$ cat src/rtl/jtag_tap_pkg.sv
`timescale 1ns/1ps
package jtag_tap_pkg;

    typedef enum logic [3:0] {
        ST_EX2_DR = 4'h0,
        ST_EX1_DR = 4'h1,
        ST_SH_DR  = 4'h2,
        ST_PAU_DR = 4'h3,
        ST_SEL_IR = 4'h4,
        ST_UPD_DR = 4'h5,
        ST_CAP_DR = 4'h6,
        ST_SEL_DR = 4'h7,
        ST_EX2_IR = 4'h8,
        ST_EX1_IR = 4'h9,
        ST_SH_IR  = 4'hA,
        ST_PAU_IR = 4'hB,
        ST_RTI    = 4'hC,
        ST_UPD_IR = 4'hD,
        ST_CAP_IR = 4'hE,
        ST_TLR    = 4'hF
    } tap_state_e;

    typedef enum logic [1:0] {
        PATH_BYPASS = 2'd0,
        PATH_IDCODE = 2'd1,
        PATH_BSR    = 2'd2
    } dr_path_e;

    function automatic tap_state_e tap_next(input tap_state_e s, input logic tms);
        tap_state_e n;
        case (s)
            ST_TLR:    n = tms ? ST_TLR    : ST_RTI;
            ST_RTI:    n = tms ? ST_SEL_DR : ST_RTI;
            ST_SEL_DR: n = tms ? ST_SEL_IR : ST_CAP_DR;
            ST_CAP_DR: n = tms ? ST_EX1_DR : ST_SH_DR;
            ST_SH_DR:  n = tms ? ST_EX1_DR : ST_SH_DR;
            ST_EX1_DR: n = tms ? ST_UPD_DR : ST_PAU_DR;
            ST_PAU_DR: n = tms ? ST_EX2_DR : ST_PAU_DR;
            ST_EX2_DR: n = tms ? ST_UPD_DR : ST_SH_DR;
            ST_UPD_DR: n = tms ? ST_SEL_DR : ST_RTI;
            ST_SEL_IR: n = tms ? ST_TLR    : ST_CAP_IR;
            ST_CAP_IR: n = tms ? ST_EX1_IR : ST_SH_IR;
            ST_SH_IR:  n = tms ? ST_EX1_IR : ST_SH_IR;
            ST_EX1_IR: n = tms ? ST_UPD_IR : ST_PAU_IR;
            ST_PAU_IR: n = tms ? ST_EX2_IR : ST_PAU_IR;
            ST_EX2_IR: n = tms ? ST_UPD_IR : ST_SH_IR;
            ST_UPD_IR: n = tms ? ST_SEL_DR : ST_RTI;
            default:   n = ST_TLR;
        endcase
        return n;
    endfunction

endpackage

$ cat src/rtl/jtag_tap_fsm.sv
`timescale 1ns/1ps
module jtag_tap_fsm
    import jtag_tap_pkg::*;
(
    input  logic       tck,
    input  logic       por_n,
    input  logic       tms,
    output tap_state_e state_o
);

    typedef struct packed {
        tap_state_e state;
    } fsm_regs_t;

    fsm_regs_t fsm_d, fsm_q;

    always_comb begin
        fsm_d       = fsm_q;
        fsm_d.state = tap_next(fsm_q.state, tms);
    end

    always_ff @(posedge tck or negedge por_n) begin
        if (!por_n) fsm_q <= '{state: ST_TLR};
        else        fsm_q <= fsm_d;
    end

    assign state_o = fsm_q.state;

    // Checker support: run length of tms-high edges, saturating
    logic [2:0] hi_run_q;
    always_ff @(posedge tck or negedge por_n) begin
        if (!por_n)             hi_run_q <= '0;
        else if (!tms)          hi_run_q <= '0;
        else if (hi_run_q != 3'd7) hi_run_q <= hi_run_q + 3'd1;
    end

    AST_FIVE_HIGH_RESETS: assert property (@(posedge tck) disable iff (!por_n)
        (hi_run_q >= 3'd5) |-> (fsm_q.state == ST_TLR));

endmodule

$ cat src/rtl/jtag_tap_ir.sv
`timescale 1ns/1ps
module jtag_tap_ir
    import jtag_tap_pkg::*;
#(
    parameter int              IR_W        = 4,
    parameter logic [IR_W-1:0] CAPTURE_PAT = 4'b0001,
    parameter logic [IR_W-1:0] RESET_OP    = 4'b0000
) (
    input  logic            tck,
    input  logic            por_n,
    input  tap_state_e      state_i,
    input  logic            tdi,
    output logic            sh_lsb_o,
    output logic [IR_W-1:0] ir_o
);

    typedef struct packed {
        logic [IR_W-1:0] sh;
    } ir_pos_t;

    typedef struct packed {
        logic [IR_W-1:0] act;
    } ir_neg_t;

    ir_pos_t pos_d, pos_q;
    ir_neg_t neg_d, neg_q;

    always_comb begin
        pos_d = pos_q;
        if (state_i == ST_CAP_IR)     pos_d.sh = CAPTURE_PAT;
        else if (state_i == ST_SH_IR) pos_d.sh = {tdi, pos_q.sh[IR_W-1:1]};
    end

    always_comb begin
        neg_d = neg_q;
        if (state_i == ST_TLR)         neg_d.act = RESET_OP;
        else if (state_i == ST_UPD_IR) neg_d.act = pos_q.sh;
    end

    always_ff @(posedge tck or negedge por_n) begin
        if (!por_n) pos_q <= '0;
        else        pos_q <= pos_d;
    end

    always_ff @(negedge tck or negedge por_n) begin
        if (!por_n) neg_q <= '{act: RESET_OP};
        else        neg_q <= neg_d;
    end

    assign sh_lsb_o = pos_q.sh[0];
    assign ir_o     = neg_q.act;

    AST_IR_RESET_VALUE: assert property (@(posedge tck) disable iff (!por_n)
        (state_i == ST_TLR) |-> (neg_q.act == RESET_OP));

    AST_IR_UPDATE_ONLY: assert property (@(posedge tck) disable iff (!por_n)
        !(state_i == ST_UPD_IR || state_i == ST_TLR) |-> $stable(neg_q.act));

endmodule

$ cat src/rtl/jtag_tap_dr.sv
`timescale 1ns/1ps
module jtag_tap_dr
    import jtag_tap_pkg::*;
#(
    parameter int              BSR_LEN    = 8,
    parameter int              ID_W       = 32,
    parameter logic [ID_W-1:0] IDCODE_VAL = 32'h1A5C_301D
) (
    input  logic               tck,
    input  logic               por_n,
    input  tap_state_e         state_i,
    input  dr_path_e           path_i,
    input  logic               tdi,
    input  logic [BSR_LEN-1:0] sys_in,
    output logic               dr_lsb_o,
    output logic [BSR_LEN-1:0] bsr_upd_o
);

    typedef struct packed {
        logic               byp;
        logic [ID_W-1:0]    id;
        logic [BSR_LEN-1:0] bsr;
    } dr_pos_t;

    typedef struct packed {
        logic [BSR_LEN-1:0] upd;
    } dr_neg_t;

    dr_pos_t pos_d, pos_q;
    dr_neg_t neg_d, neg_q;
    logic [BSR_LEN-1:0] bsr_shifted;

    generate
        if (BSR_LEN == 1) begin : g_bsr_single
            assign bsr_shifted = tdi;
        end else begin : g_bsr_chain
            assign bsr_shifted = {tdi, pos_q.bsr[BSR_LEN-1:1]};
        end
    endgenerate

    always_comb begin
        pos_d = pos_q;
        if (state_i == ST_CAP_DR) begin
            case (path_i)
                PATH_IDCODE: pos_d.id  = IDCODE_VAL;
                PATH_BSR:    pos_d.bsr = sys_in;
                default:     pos_d.byp = 1'b0;
            endcase
        end else if (state_i == ST_SH_DR) begin
            case (path_i)
                PATH_IDCODE: pos_d.id  = {tdi, pos_q.id[ID_W-1:1]};
                PATH_BSR:    pos_d.bsr = bsr_shifted;
                default:     pos_d.byp = tdi;
            endcase
        end
    end

    always_comb begin
        neg_d = neg_q;
        if (state_i == ST_UPD_DR && path_i == PATH_BSR) neg_d.upd = pos_q.bsr;
    end

    always_ff @(posedge tck or negedge por_n) begin
        if (!por_n) pos_q <= '0;
        else        pos_q <= pos_d;
    end

    always_ff @(negedge tck or negedge por_n) begin
        if (!por_n) neg_q <= '0;
        else        neg_q <= neg_d;
    end

    always_comb begin
        case (path_i)
            PATH_IDCODE: dr_lsb_o = pos_q.id[0];
            PATH_BSR:    dr_lsb_o = pos_q.bsr[0];
            default:     dr_lsb_o = pos_q.byp;
        endcase
    end

    assign bsr_upd_o = neg_q.upd;

    AST_BYPASS_ONE_CYCLE: assert property (@(posedge tck) disable iff (!por_n)
        ($past(state_i) == ST_SH_DR && $past(path_i) == PATH_BYPASS && path_i == PATH_BYPASS)
        |-> (dr_lsb_o == $past(tdi)));

    AST_UPD_HOLDS: assert property (@(posedge tck) disable iff (!por_n)
        (state_i != ST_UPD_DR) |-> $stable(neg_q.upd));

endmodule

$ cat src/rtl/jtag_tap.sv
`timescale 1ns/1ps
module jtag_tap
    import jtag_tap_pkg::*;
#(
    parameter int          BSR_LEN           = 8,
    parameter int          IR_W              = 4,
    parameter logic [31:0] IDCODE_VAL        = 32'h1A5C_301D,
    parameter logic [IR_W-1:0] OP_IDCODE     = 4'b0000,
    parameter logic [IR_W-1:0] OP_SAMPLE_PRE = 4'b0001,
    parameter logic [IR_W-1:0] OP_SAMPLE     = 4'b0010,
    parameter logic [IR_W-1:0] OP_EXTEST     = 4'b0011,
    parameter logic [IR_W-1:0] OP_HIGHZ      = 4'b1001,
    parameter logic [IR_W-1:0] OP_CLAMP      = 4'b1100,
    parameter logic [IR_W-1:0] OP_BYPASS     = 4'b1111,
    parameter logic [IR_W-1:0] IR_CAPTURE    = 4'b0001
) (
    input  logic               tck,
    input  logic               por_n,
    input  logic               tms,
    input  logic               tdi,
    input  logic [BSR_LEN-1:0] sys_in,
    output logic               tdo,
    output logic               tdo_oe,
    output logic               extest_o,
    output logic               highz_o,
    output logic               clamp_o,
    output logic [BSR_LEN-1:0] bsr_upd_o
);

    typedef struct packed {
        logic tdo;
        logic oe;
    } out_regs_t;

    tap_state_e      state;
    logic [IR_W-1:0] ir_act;
    logic            ir_lsb;
    logic            dr_lsb;
    dr_path_e        path;
    out_regs_t       out_d, out_q;

    jtag_tap_fsm u_fsm (
        .tck     (tck),
        .por_n   (por_n),
        .tms     (tms),
        .state_o (state)
    );

    jtag_tap_ir #(
        .IR_W        (IR_W),
        .CAPTURE_PAT (IR_CAPTURE),
        .RESET_OP    (OP_IDCODE)
    ) u_ir (
        .tck      (tck),
        .por_n    (por_n),
        .state_i  (state),
        .tdi      (tdi),
        .sh_lsb_o (ir_lsb),
        .ir_o     (ir_act)
    );

    // Instruction decode: one data path per instruction
    always_comb begin
        if (ir_act == OP_IDCODE)
            path = PATH_IDCODE;
        else if (ir_act == OP_SAMPLE_PRE || ir_act == OP_SAMPLE || ir_act == OP_EXTEST)
            path = PATH_BSR;
        else if (ir_act == OP_BYPASS || ir_act == OP_HIGHZ || ir_act == OP_CLAMP)
            path = PATH_BYPASS;
        else
            path = PATH_BYPASS;
    end

    jtag_tap_dr #(
        .BSR_LEN    (BSR_LEN),
        .ID_W       (32),
        .IDCODE_VAL (IDCODE_VAL)
    ) u_dr (
        .tck       (tck),
        .por_n     (por_n),
        .state_i   (state),
        .path_i    (path),
        .tdi       (tdi),
        .sys_in    (sys_in),
        .dr_lsb_o  (dr_lsb),
        .bsr_upd_o (bsr_upd_o)
    );

    always_comb begin
        out_d     = out_q;
        out_d.oe  = (state == ST_SH_IR) || (state == ST_SH_DR);
        if (state == ST_SH_IR)      out_d.tdo = ir_lsb;
        else if (state == ST_SH_DR) out_d.tdo = dr_lsb;
        else                        out_d.tdo = 1'b0;
    end

    always_ff @(negedge tck or negedge por_n) begin
        if (!por_n) out_q <= '0;
        else        out_q <= out_d;
    end

    assign tdo      = out_q.tdo;
    assign tdo_oe   = out_q.oe;
    assign extest_o = (ir_act == OP_EXTEST);
    assign highz_o  = (ir_act == OP_HIGHZ);
    assign clamp_o  = (ir_act == OP_CLAMP);

    AST_OE_IN_SHIFT: assert property (@(posedge tck) disable iff (!por_n)
        tdo_oe == (state == ST_SH_IR || state == ST_SH_DR));

    AST_TDO_QUIET: assert property (@(posedge tck) disable iff (!por_n)
        !tdo_oe |-> !tdo);

    AST_MODES_OFF_IN_RESET: assert property (@(posedge tck) disable iff (!por_n)
        (state == ST_TLR) |-> !(extest_o || highz_o || clamp_o));

endmodule

$ cat config.mk
export PLATFORM = sky130hd
export DESIGN_NAME = jtag_tap
export DESIGN_NICKNAME = d
export VERILOG_FILES = /design/src/rtl/jtag_tap_pkg.sv /design/src/rtl/jtag_tap_fsm.sv /design/src/rtl/jtag_tap_ir.sv /design/src/rtl/jtag_tap_dr.sv /design/src/rtl/jtag_tap.sv
export SDC_FILE = /design/constraint.sdc
export NUM_CORES = 1
export LEC_CHECK = 0
export BUFFER_PORTS_ARGS = -buffer_cell sky130_fd_sc_hd__buf_2
export CAP_MARGIN = 10
export CORE_ASPECT_RATIO = 1.2
export CORE_UTILIZATION = 25
export CTS_CLUSTER_DIAMETER = 120
export DETAILED_ROUTE_END_ITERATION = 10
export GPL_TIMING_DRIVEN = 1
export PLACE_DENSITY_LB_ADDON = 0.1
export SLEW_MARGIN = 40
export SYNTH_ARGS = -nofsm -noshare
export SYNTH_HDL_FRONTEND = slang
export SYNTH_HIERARCHICAL = 1
export SYNTH_SLANG_ARGS = --single-unit
$ cat constraint.sdc
create_clock -name tck -period 5.5 [get_ports tck]
set_clock_uncertainty 0.15 [all_clocks]
set_input_delay 0.275 -clock tck [delete_from_list [all_inputs] [get_ports tck]]
set_output_delay 0.275 -clock tck [all_outputs]
set_load 0.05 [all_outputs]
# After elaboration in Yosys (flattened, before gate mapping)
# Index checks and enable logic that the tools add are counted.
# op_classes
n_addsub	0
multipliers	0
n_div	0
magnitude_cmp	0
n_eq_ne	24
shifts	0
mux	30
bitwise_logic	0
reduce_logical	16
# ops
operator	n
2-to-1 mux 41 bit	2
2-to-1 mux 32 bit	2
case mux 4 bit (12 select lines)	1
== test 4 bit (second input constant)	10
2-to-1 mux 4 bit	5
== test 4 x 2 -> 1 bit (second input constant)	4
== test 4 x 3 -> 1 bit (second input constant)	4
2-to-1 mux 2 bit	8
2-to-1 mux 8 bit	2
2-to-1 mux 3 bit	4
== test 4 x 1 -> 1 bit (second input constant)	2
zero test 4 bit	2
nonzero test 2 bit	3
OR reduction 2 bit	3
2-to-1 mux 1 bit	5
inequality test 2 bit (second input constant)	2
AND reduction 2 bit	2
logical OR 1 bit	3
AND reduction 3 bit	1
OR reduction 3 bit	1
== test 2 x 1 -> 1 bit (second input constant)	1
== test 2 bit (second input constant)	1
case mux 1 bit (2 select lines)	1
logical AND 1 bit	1
# word_totals
regBits	63
latchBits	0
ramBits	0
mem_bits_ro	0
input_bits	12
out_inout_bits	13
word_cells	79
memories	0

# Logic depth before layout (Yosys ltp)
# logic_depth
word_depth	10
ltp_mapped	9
ltp_nobuf	8

# Modules after synthesis
# Netlist, hierarchy kept.
# modules_own_cells
mod	n_inst	cells_per_inst	area_per_inst_um2	seq_area_each_um2
jtag_tap_dr	1	202	2135.8	1226.2
jtag_tap_ir	1	29	417.9	200.2
jtag_tap_fsm	1	21	207.7	105.1
jtag_tap	1	12	121.4	50.0

==> flow_metrics.py <==
metrics = {
    "power": {
        "power.leakage_nw": 1.652,
        "pwr_density_cell_mw_per_mm2": 628.3,
        "irDropWorstVdd_v": 0.0003074,
        "power_mw": 2.204,
    },
    "sta": {
        "setup-tns-final_ps": 0,
        "worstMarginPinSlew_ps": 472.4,
        "setup_violations": 0,
        "slew_violations": 0,
        "hold_ws_ps": 105.0,
        "rsz0062_at_grt": "false",
        "timing_hold_violations_final": 0,
        "final.setup.worst_slack_ps": 502.9,
        "maxSlewHeadroom": 0.6822,
    },
    "routing": {
        "detail_route.drc_violations": 0,
        "post_drt_via_cell_ratio": 4.247,
        "route.vias.total": 1911,
        "antenna_violating_nets_post_route": 0,
        "routed_wire_length_per_instance_um": 12.49,
        "drt-initial-drc-count": 80,
        "routed_wirelength_mm": 5.622,
        "drt_first_pass_iters": 4,
    },
    "placed_design": {
        "post-place-ws_ps": 579.1,
        "place.gp.congestion": 0.6362,
        "detailedPlacementHpwl_mm": 3.511,
        "portBuffers": 24,
    },
    "synth": {
        "synth_area_mm2": 0.002883,
        "synthesis.instances": 264,
        "synthDistinctLibCells": 39,
        "ys.warnings.count": 6,
        "number_of_synthesized_flops_with_an_enable_pin": 0,
        "synthFlopType": "dfrtp_1",
        "avgSynthCellArea_um2": 10.92,
        "synth_nets": 278,
        "sequential_area_share_after_synthesis": 0.5486,
        "ys_ff_latch": 63,
        "asyncSetResetFlopFracSynth": 1.000,
    },
    "die": {
        "core_area_mm2": 0.01114,
        "dieHeight_um": 119.6,
        "initial_utilization": 0.2588,
        "floorplan.rows": 42,
        "io_pins": 25,
        "die_w_um": 100.0,
        "die-area_mm2": 0.01197,
    },
    "critical_path": {
        "critical_path.top_delay_family": "simple AND/OR/NAND/NOR gates",
        "worst-endpoint-required_ps": 5560,
        "cp_max_fo": 5,
        "critical_path_capture_point_type": "flop",
        "reg2regPathDepth": 5,
        "worst_stage_delay_on_the_critical_path_ps": 480,
        "timing.critical_path.slowest_stage_cell": "nor4_1",
        "timing.critical_path.from_type": "flop",
        "worstSetupPathDepth": 5,
        "worstPathCellList": "nor4_1 -> inv_1 -> ha_1 -> nor4bb_1 -> mux2_2",
        "timing.critical_path.buf_inv": 1,
        "worst-endpoint-arrival_ps": 5060,
        "worst-setup-path-type": "reg -> reg",
    },
    "cells_and_area": {
        "areaGrowthSynthToFinish_pct": 21.70,
        "share_of_layout_cells_above_drive_strength_1": 0.2601,
        "antenna-diode-count": 0,
        "final_net_count": 305,
        "filler_cell_count": 1181,
    },
    "global_route": {
        "globalRouteTotalUtil": 0.1072,
        "first_global_vias": 1948,
        "number_of_antenna_violations_at_the_first_check_in_global_routing": 0,
        "grt_pass1_wl_mm": 9.798,
        "grt_start_max_net_pins": 64,
        "globalRouteOverflowTotal": 0,
    },
    "status": {
        "status": "finished clean",
    },
    "clocking": {
        "cts.repair.resized": 0,
        "cts-htree-levels": 3,
        "worstSkewPairLatency_ps": 330,
        "clkSinkCount": 63,
        "tritoncts": "built",
        "clk_root_buffer_cell": "clkbuf_16",
        "cts-root-to-sink-buffers": 2,
        "numCtsBuffers": 9,
        "cts.clk_slew.worst_paths_ps": 50,
    },
    "job": {
        "maxCapViolCount": 0,
    },
    "worst_hold_path": {
        "cell_depth_of_the_worst_min_delay_path": 3,
        "min_path_type": "in -> reg",
    },
}
==> path summary, 6_finish.rpt <==
check,startpoint,end,slack [ps]
hold reg to reg,u_dr/bsr_upd_o[7],u_dr/bsr_upd_o[7],310
setup / recovery,u_ir/ir_o[0],u_dr/pos_q[40],500
setup reg to reg,u_ir/ir_o[0],u_dr/pos_q[40],500
hold / removal,sys_in[5],u_dr/bsr_shifted[4],110
min in group asynchronous,por_n,u_ir/pos_q[0],310
max in group asynchronous,por_n,u_dr/bsr_upd_o[3],1920
==> cells by family (layout without fill, tap and decap cells) <==
family	after synthesis	after routing	share of synthesized area
compound gates	48	48	0.09028
fa+ha+maj	2	2	0.008679
buf+inv	18	50	0.03646
flops	63	63	0.5486
mux	27	27	0.1211
simple gates	106	106	0.1949
==> routing by layer <==
metal  wire length [µm]  part of all wire  global-route usage
met1               2705              0.48              0.1374
met2               2645              0.47              0.1625
met3                167             0.030             0.03087
met4                104             0.018             0.05707
met5                  0                 0                   0
==> sequential cells by signal, summed over array words and instances, names as in the netlist <==
register,cells
u_dr/bsr_upd_o,8
u_ir/pos_q,4
tdo,1
u_dr/pos_q,34
tdo_oe,1
u_fsm/state_o,4
u_dr/bsr_shifted,7
u_ir/ir_o,4
==> cell type report <==
type	instances	area (µm²)	share of cell area
Clock buffer	13	260.3	0.07418
Clock inverter	3	65.06	0.01854
Inverter	3	11.26	0.003210
Multi-Input combinational cell	183	1207	0.3442
Sequential cell	63	1582	0.4508
Tap cell	154	192.7	0.05492
Timing Repair Buffer	31	190.2	0.05421
==> cell usage after synthesis, types with 3 or more instances <==
master    number  area (µm²)
dfrtn_1       14       350.3
o21ai_0       30       150.1
o21ai_1        4       20.02
nand2b_1      20       125.1
mux2_2         3       33.78
dfrtp_1       45        1126
a21oi_1        9       45.04
mux2i_1        9       90.09
and2b_1        4       30.03
nor2_1        24       90.09
buf_2          7       35.03
mux2_4        15       225.2
nor2b_1        3       18.77
buf_6          3       33.78
nand2_1       37       138.9
inv_1          3       11.26
dfstp_2        4       105.1
==> tightest hold or removal path, stage by stage <==
cell and delay (ps):
buf_2 70, mux2i_1 70, a21oi_2 120
==> per-stage QoR <==
| stage | instances | util | instance area (µm²) |
|---|---|---|---|
| 6_report | 450 | 0.3149 | 3508 |
| 5_1_grt | 450 | 0.3149 | 3508 |
| 4_1_cts | 450 | 0.3147 | 3506 |
| 3_5_place_dp | 433 | 0.2846 | 3171 |
| 3_3_place_gp | 433 | 0.2846 | 3171 |
| 2_1_floorplan | 264 | - | 2883 |
==> report_power, final <==
part	leakage, nW	switching, mW	internal [mW]
combinational	0.707	0.425	0.336
clock	0.160	0.194	0.421
sequential	0.785	0.157	0.672
total	1.65	0.776	1.43
==> placed cells by master, fill, tap and decap left out, types with 2 or more instances in the layout <==
cell type,instances
nand2_1,37
o21ai_0,30
clkbuf_16,9
dfrtp_1,45
clkbuf_8,2
ha_1,2
clkbuf_1,2
mux2_2,3
nor3_1,2
buf_2,23
nor2_1,24
a21oi_1,9
and2b_1,4
a21oi_2,2
nor2b_1,3
bufinv_16,2
dfstp_2,4
dfrtn_1,14
inv_1,3
and2b_2,2
buf_4,6
and3_1,2
mux2_4,15
nand2b_1,20
o21ai_1,4
mux2i_1,9
==> repair_timing <==
| action | in CTS | in global routing |
|---|---|---|
| hold buffers | 1 | 0 |
| buffers inserted | 0 | 0 |
| hold endpoints to repair | 10 | 0 |
Power figures use the tool's default switching activity.
